## config.mk

```make
export PLATFORM = sky130hd
export DESIGN_NAME = cvt_readout
export DESIGN_NICKNAME = d
export VERILOG_FILES = /design/src/rtl/cvt_pkg.sv /design/src/rtl/cvt_sync.sv /design/src/rtl/cvt_countdown.sv /design/src/rtl/cvt_shreg.sv /design/src/rtl/cvt_readout.sv
export SDC_FILE = /design/constraint.sdc
export NUM_CORES = 1
export LEC_CHECK = 0
export ABC_AREA = 1
export BUFFER_PORTS_ARGS = -buffer_cell sky130_fd_sc_hd__buf_4
export CAP_MARGIN = 20
export CELL_PAD_IN_SITES_DETAIL_PLACEMENT = 0
export CELL_PAD_IN_SITES_GLOBAL_PLACEMENT = 1
export CORE_MARGIN = 3
export CORE_UTILIZATION = 40
export CTS_CLUSTER_SIZE = 28
export DETAILED_ROUTE_END_ITERATION = 10
export PLACE_DENSITY = 0.89
export SLEW_MARGIN = 40
export SYNTH_ARGS = -nofsm -noshare
export SYNTH_HDL_FRONTEND = slang
export SYNTH_SLANG_ARGS = --single-unit
```

## constraint.sdc

```tcl
create_clock -name clk -period 1.7 [get_ports clk]
set_clock_uncertainty 0.1 [all_clocks]
set_input_delay 0.17 -clock clk [delete_from_list [all_inputs] [get_ports clk]]
set_output_delay 0.17 -clock clk [all_outputs]
set_load 0.05 [all_outputs]
```

## src/rtl/cvt_pkg.sv

```systemverilog
package cvt_pkg;

    typedef enum logic [2:0] {
        ST_IDLE,
        ST_BUSY,
        ST_SETTLE,
        ST_XFER,
        ST_ABORT
    } rd_state_e;

    localparam int ABORT_CYC = 3;

endpackage

```

## src/rtl/cvt_sync.sv

```systemverilog
module cvt_sync #(
    parameter int              W       = 2,
    parameter logic [W-1:0]    RST_VAL = '0
) (
    input  logic         clk,
    input  logic         rst_n,
    input  logic [W-1:0] d,
    output logic [W-1:0] q
);

    for (genvar i = 0; i < W; i++) begin : g_bit
        logic meta_q;
        logic hold_q;
        always_ff @(posedge clk or negedge rst_n) begin
            if (!rst_n) begin
                meta_q <= RST_VAL[i];
                hold_q <= RST_VAL[i];
            end else begin
                meta_q <= d[i];
                hold_q <= meta_q;
            end
        end
        assign q[i] = hold_q;
    end

endmodule

```

## src/rtl/cvt_countdown.sv

```systemverilog
module cvt_countdown #(
    parameter int W = 4
) (
    input  logic         clk,
    input  logic         rst_n,
    input  logic         load,
    input  logic [W-1:0] load_val,
    input  logic         dec,
    output logic         zero_o
);

    logic [W-1:0] cnt_q;

    always_ff @(posedge clk or negedge rst_n) begin
        if (!rst_n) begin
            cnt_q <= '0;
        end else if (load) begin
            cnt_q <= load_val;
        end else if (dec) begin
            cnt_q <= cnt_q - W'(1);
        end
    end

    assign zero_o = (cnt_q == '0);

    AST_NO_WRAP: assert property (@(posedge clk) disable iff (!rst_n)
        !(dec && !load && zero_o));

endmodule

```

## src/rtl/cvt_shreg.sv

```systemverilog
module cvt_shreg #(
    parameter int W = 16
) (
    input  logic         clk,
    input  logic         rst_n,
    input  logic         load,
    input  logic [W-1:0] load_val,
    input  logic         shift,
    output logic         msb_o
);

    logic [W-1:0] sh_q;

    always_ff @(posedge clk or negedge rst_n) begin
        if (!rst_n) begin
            sh_q <= '0;
        end else if (load) begin
            sh_q <= load_val;
        end else if (shift) begin
            sh_q <= {sh_q[W-2:0], 1'b0};
        end
    end

    assign msb_o = sh_q[W-1];

    AST_SHIFT_NEXT: assert property (@(posedge clk) disable iff (!rst_n)
        (shift && !load) |=> (msb_o == $past(sh_q[W-2])));

    AST_LOAD_TOP: assert property (@(posedge clk) disable iff (!rst_n)
        load |=> (msb_o == $past(load_val[W-1])));

endmodule

```

## src/rtl/cvt_readout.sv

```systemverilog
module cvt_readout
    import cvt_pkg::*;
#(
    parameter int RES_W = 15,
    parameter int DLY_W = 4
) (
    input  logic             clk,
    input  logic             rst_n,
    input  logic             start_n,
    input  logic             sclk,
    input  logic             chan_sel,
    input  logic [DLY_W-1:0] dly_cfg,
    input  logic             res_vld,
    input  logic [RES_W-1:0] res_ch1,
    input  logic [RES_W-1:0] res_ch2,
    output logic             sdat_o,
    output logic             sdat_oe
);

    localparam int XW   = RES_W + 1;
    localparam int FC_W = $clog2(XW + 1);

    rd_state_e        state_q, state_d;
    logic [2:0]       sync_out;
    logic             start_s, sclk_s, chan_s;
    logic             start_prev_q, sclk_prev_q;
    logic             start_fall, start_rise, sclk_fall;
    logic             chan_q;
    logic [FC_W-1:0]  fall_cnt_q;
    logic             xfer_done;
    logic             cnt_load, cnt_dec, cnt_zero;
    logic [DLY_W-1:0] cnt_val;
    logic             sh_load, sh_shift, sh_msb;
    logic [RES_W-1:0] cap_res;

    cvt_sync #(.W(3), .RST_VAL(3'b001)) u_sync (
        .clk   (clk),
        .rst_n (rst_n),
        .d     ({chan_sel, sclk, start_n}),
        .q     (sync_out)
    );

    assign start_s = sync_out[0];
    assign sclk_s  = sync_out[1];
    assign chan_s  = sync_out[2];

    always_ff @(posedge clk or negedge rst_n) begin
        if (!rst_n) begin
            start_prev_q <= 1'b1;
            sclk_prev_q  <= 1'b0;
        end else begin
            start_prev_q <= start_s;
            sclk_prev_q  <= sclk_s;
        end
    end

    assign start_fall = start_prev_q && !start_s;
    assign start_rise = !start_prev_q && start_s;
    assign sclk_fall  = sclk_prev_q && !sclk_s;
    assign xfer_done  = (fall_cnt_q == FC_W'(XW));
    assign cap_res    = chan_q ? res_ch2 : res_ch1;

    cvt_countdown #(.W(DLY_W)) u_cnt (
        .clk      (clk),
        .rst_n    (rst_n),
        .load     (cnt_load),
        .load_val (cnt_val),
        .dec      (cnt_dec),
        .zero_o   (cnt_zero)
    );

    cvt_shreg #(.W(XW)) u_sh (
        .clk      (clk),
        .rst_n    (rst_n),
        .load     (sh_load),
        .load_val ({1'b1, cap_res}),
        .shift    (sh_shift),
        .msb_o    (sh_msb)
    );

    // State register
    always_ff @(posedge clk or negedge rst_n) begin
        if (!rst_n) begin
            state_q <= ST_IDLE;
        end else begin
            state_q <= state_d;
        end
    end

    // Next state and datapath controls
    always_comb begin
        state_d  = state_q;
        cnt_load = 1'b0;
        cnt_val  = '0;
        cnt_dec  = 1'b0;
        sh_load  = 1'b0;
        sh_shift = 1'b0;
        unique case (state_q)
            ST_IDLE: begin
                if (start_fall) state_d = ST_BUSY;
            end
            ST_BUSY: begin
                if (start_rise) begin
                    state_d  = ST_ABORT;
                    cnt_load = 1'b1;
                    cnt_val  = DLY_W'(ABORT_CYC - 1);
                end else if (res_vld) begin
                    sh_load = 1'b1;
                    if (dly_cfg == '0) begin
                        state_d = ST_XFER;
                    end else begin
                        state_d  = ST_SETTLE;
                        cnt_load = 1'b1;
                        cnt_val  = dly_cfg - DLY_W'(1);
                    end
                end
            end
            ST_SETTLE: begin
                if (start_rise) begin
                    state_d  = ST_ABORT;
                    cnt_load = 1'b1;
                    cnt_val  = DLY_W'(ABORT_CYC - 1);
                end else if (cnt_zero) begin
                    state_d = ST_XFER;
                end else begin
                    cnt_dec = 1'b1;
                end
            end
            ST_XFER: begin
                if (start_rise) begin
                    if (xfer_done) begin
                        state_d = ST_IDLE;
                    end else begin
                        state_d  = ST_ABORT;
                        cnt_load = 1'b1;
                        cnt_val  = DLY_W'(ABORT_CYC - 1);
                    end
                end else if (sclk_fall && !xfer_done) begin
                    sh_shift = 1'b1;
                end
            end
            ST_ABORT: begin
                if (cnt_zero) state_d = ST_IDLE;
                else          cnt_dec = 1'b1;
            end
            default: state_d = ST_IDLE;
        endcase
    end

    // Cycle registers: latched channel and falling-edge count
    always_ff @(posedge clk or negedge rst_n) begin
        if (!rst_n) begin
            chan_q     <= 1'b0;
            fall_cnt_q <= '0;
        end else begin
            if (state_q == ST_IDLE && start_fall) chan_q <= chan_s;
            if (sh_load)       fall_cnt_q <= '0;
            else if (sh_shift) fall_cnt_q <= fall_cnt_q + FC_W'(1);
        end
    end

    // Outputs
    always_comb begin
        sdat_oe = 1'b1;
        sdat_o  = 1'b0;
        unique case (state_q)
            ST_IDLE:   sdat_oe = 1'b0;
            ST_BUSY,
            ST_SETTLE,
            ST_ABORT:  sdat_o  = 1'b0;
            ST_XFER:   sdat_o  = sh_msb;
            default:   sdat_oe = 1'b0;
        endcase
    end

    AST_START_BUSY: assert property (@(posedge clk) disable iff (!rst_n)
        (state_q == ST_IDLE && start_fall) |=> (sdat_oe && !sdat_o));

    AST_READY_MARK: assert property (@(posedge clk) disable iff (!rst_n)
        $rose(state_q == ST_XFER) |-> (sdat_oe && sdat_o));

    AST_FALLS_MAX: assert property (@(posedge clk) disable iff (!rst_n)
        fall_cnt_q <= FC_W'(XW));

    AST_END_RELEASE: assert property (@(posedge clk) disable iff (!rst_n)
        (state_q == ST_XFER && start_rise && xfer_done) |=> !sdat_oe);

    AST_ABORT_HOLD: assert property (@(posedge clk) disable iff (!rst_n)
        (state_q == ST_XFER && start_rise && !xfer_done) |=> sdat_oe);

    AST_BUSY_STILL: assert property (@(posedge clk) disable iff (!rst_n)
        (state_q == ST_BUSY && !res_vld && !start_rise) |=> (state_q == ST_BUSY));

endmodule

```

Word level (Yosys, flattened, before mapping)
Index checks and enable logic that the tools add are counted.
{ "classes": {"n_eq_ne": 10, "mul": 0, "magnitude_cmp": 0, "n_bitwise": 0, "addsub": 3, "shifts": 0, "div": 0, "mux": 42, "reduce_logical": 16} }
{ "op_table": {"columns": ["operator", "n"], "rows": [
  ["16-bit 2-to-1 mux", 2],
  ["3-bit 2-to-1 mux", 8],
  ["4-bit 2-to-1 mux", 5],
  ["1-bit 2-to-1 mux", 17],
  ["15-bit 2-to-1 mux", 1],
  ["3-bit one-hot mux with 5 select lines", 1],
  ["4-bit one-hot mux with 3 select lines", 1],
  ["5-bit 2-to-1 mux", 2],
  ["4-bit logical NOT", 2],
  ["4-bit by 1-bit subtractor with 4-bit output (second input constant)", 2],
  ["3-bit by 2-bit == test with 1-bit output (second input constant)", 2],
  ["2-bit 2-to-1 mux", 3],
  ["2-bit != test (second input constant)", 3],
  ["3-bit != test (second input constant)", 2],
  ["5-bit by 1-bit adder with 5-bit output (second input constant)", 1],
  ["5-bit == test (second input constant)", 1],
  ["1-bit logical AND", 5],
  ["5-bit AND reduction", 1],
  ["1-bit logical NOT", 4],
  ["2-bit nonzero test", 2],
  ["4-bit OR reduction", 1],
  ["3-bit by 1-bit == test with 1-bit output (second input constant)", 1],
  ["3-bit == test (second input constant)", 1],
  ["3-bit logical NOT", 1],
  ["2 further kinds", 2]
]} }
{ "totals": {"mem_bits_ro": 0, "ff_bits": 37, "latchBits": 0, "mem_count": 0, "ramBits": 0, "elab_cells": 84} }

Logic depth before layout (Yosys ltp)
Gate-level depths: netlist of run 1.
{ "logic_depth": {"depth_word": 8, "ltp_mapped": 12, "mapped_depth_nobuf": 12} }

By module
A second synthesis of run 1 with hierarchy kept.
{ "hier_totals": {"hier_cells": 269, "hier_area_um2": 2214.6} }
{ "modules_own_cells": {"columns": ["module", "instances", "area_each_um2", "cells_each", "seq_area_each_um2"], "rows": [
  ["cvt_readout", 1, 1043.5, 140, 276.5],
  ["cvt_shreg", 1, 759.5, 87, 400.4],
  ["cvt_countdown", 1, 236.5, 33, 100.1],
  ["cvt_sync", 1, 175.2, 9, 152.6]
]} }

Worst setup path before layout of run 1
OpenSTA, ideal clock, no wires.
{ "synth_timing": {"kind": "register -> register", "from": "reg fall_cnt_q[0]", "to": "reg u_sh.sh_q[3]", "n_path_buf": 2, "slack_ns": 0.148, "path_stages_with_launch": 12, "t_arrival_ns": 1.332, "path_cell_list": "dfrtp_1 -> inv_1 -> ha_1 -> nand2_1 -> inv_1 -> nand2_1 -> nand3_1 -> nor2_4 -> buf_8 -> buf_12 -> a21oi_1 -> nand2_1"} }
{ "synth_between": {"elab_chain_cells": 7} }
{ "synth_lines": {"columns": ["element", "line_no", "source"], "rows": [
  ["from (decl)", "cvt_readout.sv:29", "logic [FC_W-1:0] fall_cnt_q;"],
  ["from (signal assigned)", "cvt_readout.sv:158", "else if (sh_shift) fall_cnt_q <= fall_cnt_q + FC_W'(1);"],
  ["5-bit == test", "cvt_readout.sv:60", "assign xfer_done = (fall_cnt_q == FC_W'(XW));"],
  ["1-bit logical NOT", "cvt_readout.sv:138", "end else if (sclk_fall && !xfer_done) begin"],
  ["1-bit logical AND", "cvt_readout.sv:138", null],
  ["1-bit 2-to-1 mux", "cvt_readout.sv:138", null],
  ["1-bit 2-to-1 mux", "cvt_readout.sv:130", "if (start_rise) begin"],
  ["1-bit 2-to-1 mux", "cvt_readout.sv:98", "unique case (state_q)"],
  ["2-bit nonzero test (no source line)", null, null],
  ["to (signal assigned)", "cvt_shreg.sv:18", "sh_q <= load_val;"],
  ["to (signal assigned)", "cvt_shreg.sv:20", "sh_q <= {sh_q[W-2:0], 1'b0};"],
  ["to (decl)", "cvt_shreg.sv:12", "logic [W-1:0] sh_q;"]
]} }
No other way between the ends.
A chain may end at the register's enable or synchronous reset.

Worst setup path after layout of run 1
{ "layout_timing": {"from": "reg u_sync.g_bit[0].hold_q", "to": "reg u_sh.sh_q[5]"} }
{ "layout_between": {"elab_chain_cells": 4, "word_cells_on_any_way": 7, "cone_classes": "mux: 5; reduce/logical: 2"} }
{ "layout_lines": {"columns": ["element", "line_no", "source"], "rows": [
  ["from (decl)", "cvt_sync.sv:13", "logic hold_q;"],
  ["from (signal assigned)", "cvt_sync.sv:17", "hold_q <= RST_VAL[i];"],
  ["from (signal assigned)", "cvt_sync.sv:20", "hold_q <= meta_q;"],
  ["1-bit logical AND *", "cvt_readout.sv:58", "assign start_rise = !start_prev_q && start_s;"],
  ["1-bit 2-to-1 mux, on equally long branches", "cvt_readout.sv:103, cvt_readout.sv:130", null],
  ["1-bit 2-to-1 mux", "cvt_readout.sv:98", null],
  ["16-bit 2-to-1 mux or 2-bit nonzero test (tied branches)", null, null]
]} }
Every way passes the cells marked *; elsewhere a longest branch is shown, timed or not.

==> impl_metrics.tcl, run 1 <==
set metrics [dict create \
    overflow 0 \
    crit_chain "inv_1 -> nor2_4 -> nor2_1 -> nand2_2 -> inv_2 -> buf_4 -> o211ai_1 -> o211ai_2" \
    slowest_stage "dfstp_2" \
    synth_edf_count 0 \
    holdCritPathClass "input port to register" \
    route.detailed.drc 0 \
    crit_family "flip-flops" \
    grt_max_degree 38 \
    final_layout_size_suffix_gt1_frac 0.319 \
    syn_nets 316 \
    grtUsageTotal 0.160 \
    cts.clk_slew.worst_paths_ns 0.08 \
    grt_pass1_wl_mm 8.03 \
    die-area_um2 6200 \
    critPathMaxFanout 8 \
    wl_per_cell_um 11.8 \
    r2r-start "u_sync.g_bit[0].hold_q$_DFF_PN1_" \
    critPathKind "register to register" \
    place_congestion 0.859 \
    maxCapViolCount 0 \
    synth.area.top_cells "dfrtp_1 (40%), nand2_1 (14%), nand3_1 (6.4%), a21oi_1 (4.5%), inv_1 (3.9%)" \
    ant_nets 0 \
    min-delay-start "res_ch1[10]" \
    syn_inst 271 \
    cp-end-kind "register" \
    numCtsBuffers 5 \
    diodes 0 \
    start_util 0.431 \
    slew_viol_final 0 \
    ys_async_sr_fraction 1.00 \
    power_frac_comb 0.447 \
    ys_ff_latch 37 \
    fillCellCount 485 \
    avgViaCountPerCell 4.85 \
    hold_viol 0 \
    io_buffers 41 \
    avgSynthCellArea_um2 7.81 \
    finalSetupTns_ns 0 \
    die_h_um 78.7 \
    yosys.area.top_type_share 0.402 \
    switching_share 0.390 \
    area_growth_pct 32.5 \
    rsz0062_at_grt "true" \
    clock_sinks 37 \
    core_area_um2 4910 \
    peakVddDrop_v 0.000605 \
    crit_path_start "u_sync.g_bit[0].hold_q$_DFF_PN1_" \
    worstMarginPinSlew_ns 0.459 \
    multi_input_area_um2 1070 \
    drt_first_pass_iters 4 \
    cts_root_buffer "clkbuf_8" \
    clk_latency_ns 0.29 \
    max_slew_margin 0.694 \
    crit_required_ns 1.77 \
    p_total_w 0.00392 \
    period_minus_slack_ns 1.64 \
    synth_cell_types 31 \
    critPathMaxStageDelay_ns 0.57 \
    synth_ff_type "dfrtp_1" \
    num_io_pins 42 \
    htreeDepth 2 \
    hpwl_mm 3.46 \
    cellLeakagePower_nw 1.44 \
    drt_iter0_drc 94 \
    p_seq_frac 0.351 \
    critPathLaunchType "register" \
    nets 376 \
    period_share 0.966 \
    setup_viol 0 \
    finalWirelength_mm 4.70 \
    cts_tree "yes" \
    die_x_um 78.7 \
    status "finished, final reports clean" \
    antenna_found_initial 0 \
    netlist_area_um2 2120 \
    crit_arrival_ns 1.71 \
    num_vias 1934 \
    critPathBufInv 3 \
    switching_power_w 0.00153 \
    clockPowerShare 0.202 \
    clockBufferDepth 2 \
    yosysWarningCount 0 \
    power_density_nw_per_um2 1400 \
    seq_area_frac_synth 0.439 \
    rows 25 \
    grt_pass1_vias 1843 \
    internal-power_w 0.00239 \
    yosysTopAreaCell "dfrtp_1" \
    clock.fmax_ghz 0.609 \
    regArea_um2 931 \
]
## tightest hold or removal path, delay by kind of cell
kind	cells	cell delay, ns
AO/OA/AOI/OAI	1	0.07
buffers and inverters	1	0.08
AND/OR/NAND/NOR	1	0.08
## power by group through the flow
stage                     clock, W  sequential, W  combinational (W)
after global placement           0        0.00138            0.00162
final                     0.000792        0.00138            0.00175
after global routing      0.000835        0.00142            0.00201
after detailed placement         0        0.00139            0.00163
after CTS                 0.000809        0.00137            0.00165
after floorplan                  0        0.00134            0.00121
## per-layer routing
metal / share of wire / global-route usage
met5: 0 / 0
met4: 0.017 / 0.0472
met3: 0.047 / 0.0295
met2: 0.47 / 0.265
met1: 0.46 / 0.214
## synth_stat cells (all sizes together), types with 3 or more instances
master / n
or2: 9
inv: 27
nand2: 82
clkbuf: 3
o21ai: 9
buf: 5
dfstp: 3
a21oi: 19
nand3: 32
ha: 5
dfrtp: 34
o211ai: 10
nor2: 25
## sequential cells by signal, summed over array words and instances, names as in the netlist
register	flops
u_sh.sh_q	16
fall_cnt_q	5
u_cnt.cnt_q	4
state_q	3
u_sync.g_bit.hold_q	3
u_sync.g_bit.meta_q	3
chan_q	1
sclk_prev_q	1
start_prev_q	1
## what timing repair did
action,CTS,global route
setup buffers,0,7
hold buffers,4,0
endpoints found under the setup margin,6,26
gates cloned,0,1
pin swaps,1,5
hold endpoints to repair,37,0
gates resized for setup,1,20
## layout make-up
type	instances	share of cell area
Clock buffer	7	0.0308
Clock inverter	1	0.0107
Inverter	27	0.0370
Multi-Input combinational cell	199	0.382
Sequential cell	37	0.332
Tap cell	67	0.0299
Timing Repair Buffer	61	0.178
## placed cells by master, fill, tap and decap left out, drive strengths merged, types with 5 or more instances in the layout
cell type  Yosys  layout
a21oi         19      19
buf            5      57
clkbuf         3       7
dfrtp         34      34
ha             5       5
inv           27      27
nand2         82      82
nand3         32      32
nor2          25      25
o211ai        10      10
o21ai          9       9
or2            9       9
## path summary, 6_finish.rpt
path                                                     to  slack [ns]  cells after the start
max                                u_sh.sh_q[5]$_DFFE_PN0P_        0.06                      8
min                               u_sh.sh_q[10]$_DFFE_PN0P_        0.04                      3
max reg2reg                        u_sh.sh_q[5]$_DFFE_PN0P_        0.06                      8
min reg2reg                u_sync.g_bit[1].hold_q$_DFF_PN0_        0.25                      0
max in group asynchronous  u_sync.g_bit[0].hold_q$_DFF_PN1_        0.88                      2
min in group asynchronous          u_sh.sh_q[2]$_DFFE_PN0P_        0.28                      2
## cells by family after synthesis
group,share of synthesized area
AND/OR/NAND/NOR,0.323
AO/OA/AOI/OAI,0.109
flip-flops,0.439
XOR/XNOR,0.0166
adder cells (fa/ha/maj),0.0296
buffers and inverters,0.0816
## stage by stage
step	worst slack (ns)	hold WS, ns	instance area, um^2	instances	util
CTS	-0.0248	0.0382	2670	391	0.544
global placement	-0.0118	0.0564	2510	379	0.511
finish	0.0585	0.0397	2800	399	0.571
global route	-0.0273	0.0448	2800	399	0.571
detailed placement	-0.0282	0.0601	2510	379	0.511
floorplan	0.148	-0.226	2120	271	-
Note: power is estimated with default switching activity, not from simulation.
==> run 2, diff against run 1 <==
--- a/config.mk
+++ b/config.mk
@@ -5,13 +5,12 @@
 export SDC_FILE = /design/constraint.sdc
 export NUM_CORES = 1
 export LEC_CHECK = 0
-export ABC_AREA = 1
 export BUFFER_PORTS_ARGS = -buffer_cell sky130_fd_sc_hd__buf_4
 export CAP_MARGIN = 20
 export CELL_PAD_IN_SITES_DETAIL_PLACEMENT = 0
 export CELL_PAD_IN_SITES_GLOBAL_PLACEMENT = 1
 export CORE_MARGIN = 3
-export CORE_UTILIZATION = 40
+export CORE_UTILIZATION = 42
 export CTS_CLUSTER_SIZE = 28
 export DETAILED_ROUTE_END_ITERATION = 10
 export PLACE_DENSITY = 0.89
==> run 2 against run 1 <==
Net effect:
- via count is 13% lower
- cell count is 22% lower
- largest cell class unchanged
- core utilization up 8.6 points
- the flow now finishes with violations (negative setup slack)
==> impl_metrics.tcl, run 2 <==
set metrics [dict create \
    p_total_w 0.00441 \
    fin_ws_ns -0.129 \
    clockPowerShare 0.182 \
    io_buffers 41 \
    synth_edf_count 0 \
    r2r_cells 4 \
    drt_iter0_drc 75 \
    power_density_nw_per_um2 1520 \
    avgViaCountPerCell 5.39 \
    holdCritPathClass "input port to register" \
    reg_top3 "u_sh.sh_q x16, fall_cnt_q x5, u_cnt.cnt_q x4" \
    clock.fmax_ghz 0.547 \
    area_growth_pct 49.1 \
    synth_cell_types 45 \
    reg2reg_slack_ns -0.13 \
    mostFrequentLayoutCells "buf_4 (73), dfrtp_1 (34), nor2_1 (21), mux2i_1 (16), a221o_1 (14)" \
    netlist_area_um2 1940 \
    min_path_cells 3 \
    p_seq_frac 0.312 \
    cts.clk_slew.worst_paths_ns 0.07 \
    critPathMaxStageDelay_ns 0.56 \
    yosysWarningCount 0 \
    htreeDepth 2 \
    switching_share 0.362 \
    synth_ff_type "dfrtp_1" \
    syn_inst 179 \
    hold_viol 0 \
    num_vias 1683 \
    die-area_um2 5480 \
    cellLeakagePower_nw 1.35 \
    clockBufferDepth 2 \
    placed_area_um2 2530 \
    syn_nets 224 \
    hpwl_mm 3.00 \
    crit_chain "nor2b_4 -> or4_4 -> or3_4 -> a221oi_2" \
    slew_viol_final 0 \
    synth_most_common_cell "dfrtp_1" \
    yosysTopAreaCell "dfrtp_1" \
    diodes 0 \
    internal-power_w 0.00281 \
    route.detailed.drc 0 \
    seq_area_frac_synth 0.478 \
    avgSynthCellArea_um2 10.9 \
    cp-end-kind "register" \
    final_layout_size_suffix_gt1_frac 0.462 \
    clock_sinks 37 \
    yosys.area.top_type_share 0.438 \
    ant_nets 0 \
    synthTopCellsByCount "dfrtp_1 (34), nor2_1 (25), mux2i_1 (16)" \
    min-delay-start "res_ch1[0]" \
    maxCapViolCount 0 \
    period_minus_slack_ns 1.83 \
    nets 304 \
    die_h_um 74.0 \
    ys_async_sr_fraction 1.00 \
    peakVddDrop_v 0.000699 \
    antenna_found_initial 0 \
    dp_cells 291 \
    grtUsageTotal 0.173 \
    worstMarginPinSlew_ns 0.476 \
    grt_max_degree 38 \
    status "complete, but fails checks" \
    critPathKind "register to register" \
    cts_tree "yes" \
    critPathMaxFanout 4 \
    drt_first_pass_iters 4 \
    setup_viol 22 \
    power_frac_comb 0.506 \
    crit_required_ns 1.80 \
    period_share 1.08 \
    finalWirelength_mm 4.50 \
    violations "negative setup slack" \
    core_area_um2 4410 \
    overflow 0 \
    postLayoutCellArea_um2 2900 \
    die_x_um 74.0 \
    max_slew_margin 0.682 \
    final_common_cell "buf_4" \
    wl_per_cell_um 14.4 \
    rows 24 \
    grt_pass1_vias 1570 \
    slowest_stage "dfstp_2" \
    hold_end "u_sh.sh_q[0]$_DFFE_PN0P_" \
    critPathLaunchType "register" \
    critPathBufInv 0 \
    r2r-start "start_prev_q$_DFF_PN1_" \
    numCtsBuffers 5 \
    timing.rr.end "u_cnt.cnt_q[2]$_DFFE_PN0P_" \
    synth.area.top_cells "dfrtp_1 (44%), mux2i_1 (8.2%), a221o_1 (7.2%), nor2_1 (4.8%), dfstp_2 (4.1%)" \
    switching_power_w 0.00159 \
    fin_cells 312 \
    largest_reg_flops 16 \
    rsz0062_at_grt "true" \
    crit_family "simple AND/OR/NAND/NOR gates" \
    cts_root_buffer "clkbuf_8" \
    start_util 0.440 \
    grt_pass1_wl_mm 7.23 \
    place_congestion 0.792 \
    regMostFlops "u_sh.sh_q" \
    crit_arrival_ns 1.93 \
    ys_ff_latch 37 \
    clk_latency_ns 0.29 \
    num_io_pins 42 \
]
-- run 2: cell types whose count changed after synthesis, moves of 4 or more --
cell | previous run | this run
inv_1 | 22 | 8
a221o_1 | 0 | 14
inv_2 | 5 | 0
nand3_1 | 27 | 0
nor2_1 | 21 | 25
o21ai_0 | 7 | 2
a21oi_1 | 19 | 3
nand2_1 | 80 | 6
nand3_2 | 5 | 0
or2_2 | 9 | 0
o211ai_1 | 9 | 1
mux2i_1 | 0 | 16
-- run 2: worst max-delay path by stage --
| stage | start | to | slack (ns) | cells after the start |
|---|---|---|---|---|
| finish | start_prev_q$_DFF_PN1_ | u_cnt.cnt_q[2]$_DFFE_PN0P_ | -0.13 | 4 |
| global route | start_prev_q$_DFF_PN1_ | u_cnt.cnt_q[2]$_DFFE_PN0P_ | -0.21 | 4 |
| CTS | start_prev_q$_DFF_PN1_ | u_cnt.cnt_q[2]$_DFFE_PN0P_ | -0.15 | 4 |
| detailed placement | fall_cnt_q[1]$_DFFE_PN0P_ | u_sh.sh_q[4]$_DFFE_PN0P_ | -0.17 | 7 |
| global placement | fall_cnt_q[0]$_DFFE_PN0P_ | u_cnt.cnt_q[2]$_DFFE_PN0P_ | -0.12 | 8 |
| floorplan | start_prev_q$_DFF_PN1_ | u_cnt.cnt_q[2]$_DFFE_PN0P_ | -0.19 | 5 |
-- run 2: cell type report --
cell class,count,area (um^2)
multi-input cells,124,1080
well taps,52,65.1
clock inverters,2,37.5
clock buffers,6,82.6
flip-flops and latches,37,930
repair buffers,83,673
fillers,334,1520
inverters,8,30.0
-- run 2: timing repair --
| action | in CTS | in global routing |
|---|---|---|
| gates resized for setup | 19 | 9 |
| hold buffers | 4 | 0 |
| pin swaps | 12 | 12 |
| endpoints found under the hold margin | 37 | 0 |
| setup endpoints to repair | 26 | 30 |
| gates cloned | 1 | 1 |
| buffers inserted | 6 | 2 |
-- run 2: through the flow --
stage               setup WS, ns  setup TNS, ns  hold WS (ns)   util
detailed placement        -0.166          -3.05        0.0570  0.573
global placement          -0.121          -1.76        0.0571  0.573
CTS                       -0.151          -1.78        0.0783  0.637
finish                    -0.129          -1.83        0.0796  0.656
floorplan                 -0.188          -1.16        -0.226      -
global route              -0.209          -3.71        0.0974  0.656
-- run 2: cell families (layout without fill, tap and decap cells) --
kind of cell,after synthesis,after routing,share of synthesized area
AOI/OAI and AO/OA,34,34,0.149
xor gates and xnor gates,8,8,0.0361
adders and majority gates,5,5,0.0322
buffers and inverters,19,99,0.0470
DFF,37,37,0.478
muxes,17,17,0.0882
and+or+nand+nor,59,60,0.169
-- run 2: power groups by stage --
stage	clock, W	sequential (W)	combinational (W)
2_1_floorplan	0	0.00133	0.00136
3_3_place_gp	0	0.00136	0.00190
3_5_place_dp	0	0.00137	0.00194
4_1_cts	0.000816	0.00136	0.00212
5_1_grt	0.000866	0.00141	0.00243
6_report	0.000803	0.00137	0.00223
-- run 2: metal layers --
metal,track usage,vias up,wire [um]
li1,-,815,-
met1,0.233,811,1950
met2,0.263,47,2170
met3,0.0486,10,268
met4,0.0704,0,112
met5,0,-,0
-- run 2: worst min-delay path, delay by kind of cell --
family	cells	cell delay, ns
buffers and inverters	1	0.07
multiplexers	1	0.05
AO/OA/AOI/OAI	1	0.12
==> run 3, diff against run 2 <==
--- a/config.mk
+++ b/config.mk
@@ -14,6 +14,7 @@
 export CTS_CLUSTER_SIZE = 28
 export DETAILED_ROUTE_END_ITERATION = 10
 export PLACE_DENSITY = 0.89
+export SETUP_SLACK_MARGIN = 0.02
 export SLEW_MARGIN = 40
 export SYNTH_ARGS = -nofsm -noshare
 export SYNTH_HDL_FRONTEND = slang
==> constraint.sdc (replaced) <==
create_clock -name clk -period 2.1 [get_ports clk]
set_clock_uncertainty 0.1 [all_clocks]
set_input_delay 0.21 -clock clk [delete_from_list [all_inputs] [get_ports clk]]
set_output_delay 0.21 -clock clk [all_outputs]
set_load 0.05 [all_outputs]
==> run 3 against run 2 <==
Net effect:
- the flow now finishes without violations
- sequential share of layout area rose by 5.2 points
- die area did not move
- non-clock buffer count fell by 30
- worst setup slack improved by 0.22 ns
- highest routed layer unchanged
- largest power group unchanged
- hold slack improved by 0.039 ns
- sequential cell count did not move
==> impl_metrics.tcl, run 3 (synthesis gave the netlist of run 2 again) <==
set metrics [dict create \
    r2r-start "start_prev_q$_DFF_PN1_" \
    critPathLaunchType "register" \
    power_density_nw_per_um2 1190 \
    slowest_stage "dfstp_2" \
    ant_nets 0 \
    reg_top3 "u_sh.sh_q x16, fall_cnt_q x5, u_cnt.cnt_q x4" \
    grtUsageTotal 0.159 \
    crit_required_ns 2.19 \
    finalWirelength_mm 3.84 \
    hpwl_mm 2.78 \
    rows 24 \
    reg2reg_slack_ns 0.09 \
    max_slew_margin 0.635 \
    die-area_um2 5480 \
    dp_cells 269 \
    timing.rr.end "u_cnt.cnt_q[2]$_DFFE_PN0P_" \
    top_usage_layer "met2" \
    slew_viol_final 0 \
    overflow 0 \
    worstMarginPinSlew_ns 0.547 \
    clockBufferDepth 2 \
    r2r_cells 4 \
    die_h_um 74.0 \
    final_layout_size_suffix_gt1_frac 0.319 \
    period_minus_slack_ns 2.01 \
    status "finished, final reports clean" \
    grt_pass1_wl_mm 6.82 \
    finalHoldWorstSlack_ns 0.118 \
    wl_per_cell_um 13.6 \
    setup_viol 0 \
    endpoint "u_cnt.cnt_q[2]$_DFFE_PN0P_" \
    critPathMaxStageDelay_ns 0.56 \
    cellLeakagePower_nw 1.15 \
    grt_max_degree 38 \
    use_met1 0.212 \
    area_growth_pct 28.5 \
    maxCapViolCount 0 \
    die_x_um 74.0 \
    critPathMaxFanout 8 \
    placed_area_um2 2330 \
    fin_cells 281 \
    num_vias 1531 \
    cts_root_buffer "clkbuf_8" \
    clock_sinks 37 \
    finalSetupTns_ns 0 \
    htreeDepth 2 \
    drt_first_pass_iters 4 \
    postLayoutCellArea_um2 2500 \
    numCtsBuffers 5 \
    io_buffers 41 \
    grtUsageMet2 0.252 \
    rsz0062_at_grt "true" \
    antenna_found_initial 0 \
    critPathKind "register to register" \
    crit_path_start "start_prev_q$_DFF_PN1_" \
    period_share 0.957 \
    start_util 0.440 \
    avgViaCountPerCell 5.45 \
    place_congestion 0.799 \
    holdCritPathClass "input port to register" \
    route.detailed.drc 0 \
    peakVddDrop_v 0.000484 \
    diodes 0 \
    grt_pass1_vias 1513 \
    clk_latency_ns 0.28 \
    hold_viol 0 \
    core_area_um2 4410 \
    nets 273 \
    cts_tree "yes" \
    num_io_pins 42 \
    fin_util 0.565 \
    clock.fmax_ghz 0.498 \
    regMostFlops "u_sh.sh_q" \
    cp-end-kind "register" \
    largest_reg_flops 16 \
    grt_use_met3 0.0432 \
    cts.clk_slew.worst_paths_ns 0.07 \
    final_common_cell "buf_4" \
    mostFrequentLayoutCells "buf_4 (48), dfrtp_1 (34), nor2_1 (24), mux2i_1 (16), a221o_1 (14)" \
    drt_iter0_drc 68 \
    crit_chain "nor2b_4 -> or4_4 -> or3_4 -> a221oi_2" \
    crit_arrival_ns 2.10 \
]
==> run 3: what timing repair did <==
action                                  CTS  global route
endpoints found under the hold margin    37             0
setup buffers                             0             0
gates resized for setup                   1             6
endpoints found under the setup margin   14            21
hold buffers                              4             0
==> run 3: area by class of cell <==
cell class,count,area [um^2]
fillers,384,1920
multi-input cells,123,970
flip-flops and latches,37,930
repair buffers,53,412
clock buffers,8,90.1
well taps,52,65.1
inverters,8,30.0
==> run 3: routing by layer <==
layer | vias up | routed length [um]
met3 | 6 | 190
li1 | 750 | -
met1 | 742 | 1740
met2 | 33 | 1860
met5 | - | 0
met4 | 0 | 51
==> run 3: metrics by stage <==
step / power, W / setup WS, ns
floorplan: 0.00210 / 0.0948
global placement: 0.00241 / 0.00646
detailed placement: 0.00243 / -0.0383
CTS: 0.00295 / 0.0753
global route: 0.00319 / -0.0118
finish: 0.00297 / 0.0909
==> run 3: how the worst min path moves through the flow <==
stage / start / to / slack, ns / depth (start not counted)
detailed placement: rst_n / state_q[0]$_DFFE_PN0P_ / 0.1 / 1
CTS: dly_cfg[0] / u_cnt.cnt_q[0]$_DFFE_PN0P_ / 0.12 / 3
global route: res_ch1[0] / u_sh.sh_q[0]$_DFFE_PN0P_ / 0.12 / 3
global placement: rst_n / state_q[0]$_DFFE_PN0P_ / 0.09 / 1
finish: res_ch1[0] / u_sh.sh_q[0]$_DFFE_PN0P_ / 0.12 / 3
floorplan: rst_n / chan_q$_DFFE_PN0P_ / -0.19 / 0
==> run 3: worst max-delay path: cells and delay by family (launching register included) <==
family | cells | cell delay [ns]
AND/OR/NAND/NOR | 3 | 0.99
flip-flops | 1 | 0.56
AO/OA/AOI/OAI | 1 | 0.26
==> run 3: where the power goes <==
| part | leakage (nW) | switching, W | internal [W] |
|---|---|---|---|
| sequential | 0.455 | 0.000209 | 0.000956 |
| combinational | 0.650 | 0.000658 | 0.000649 |
| clock | 0.0455 | 0.000232 | 0.000267 |
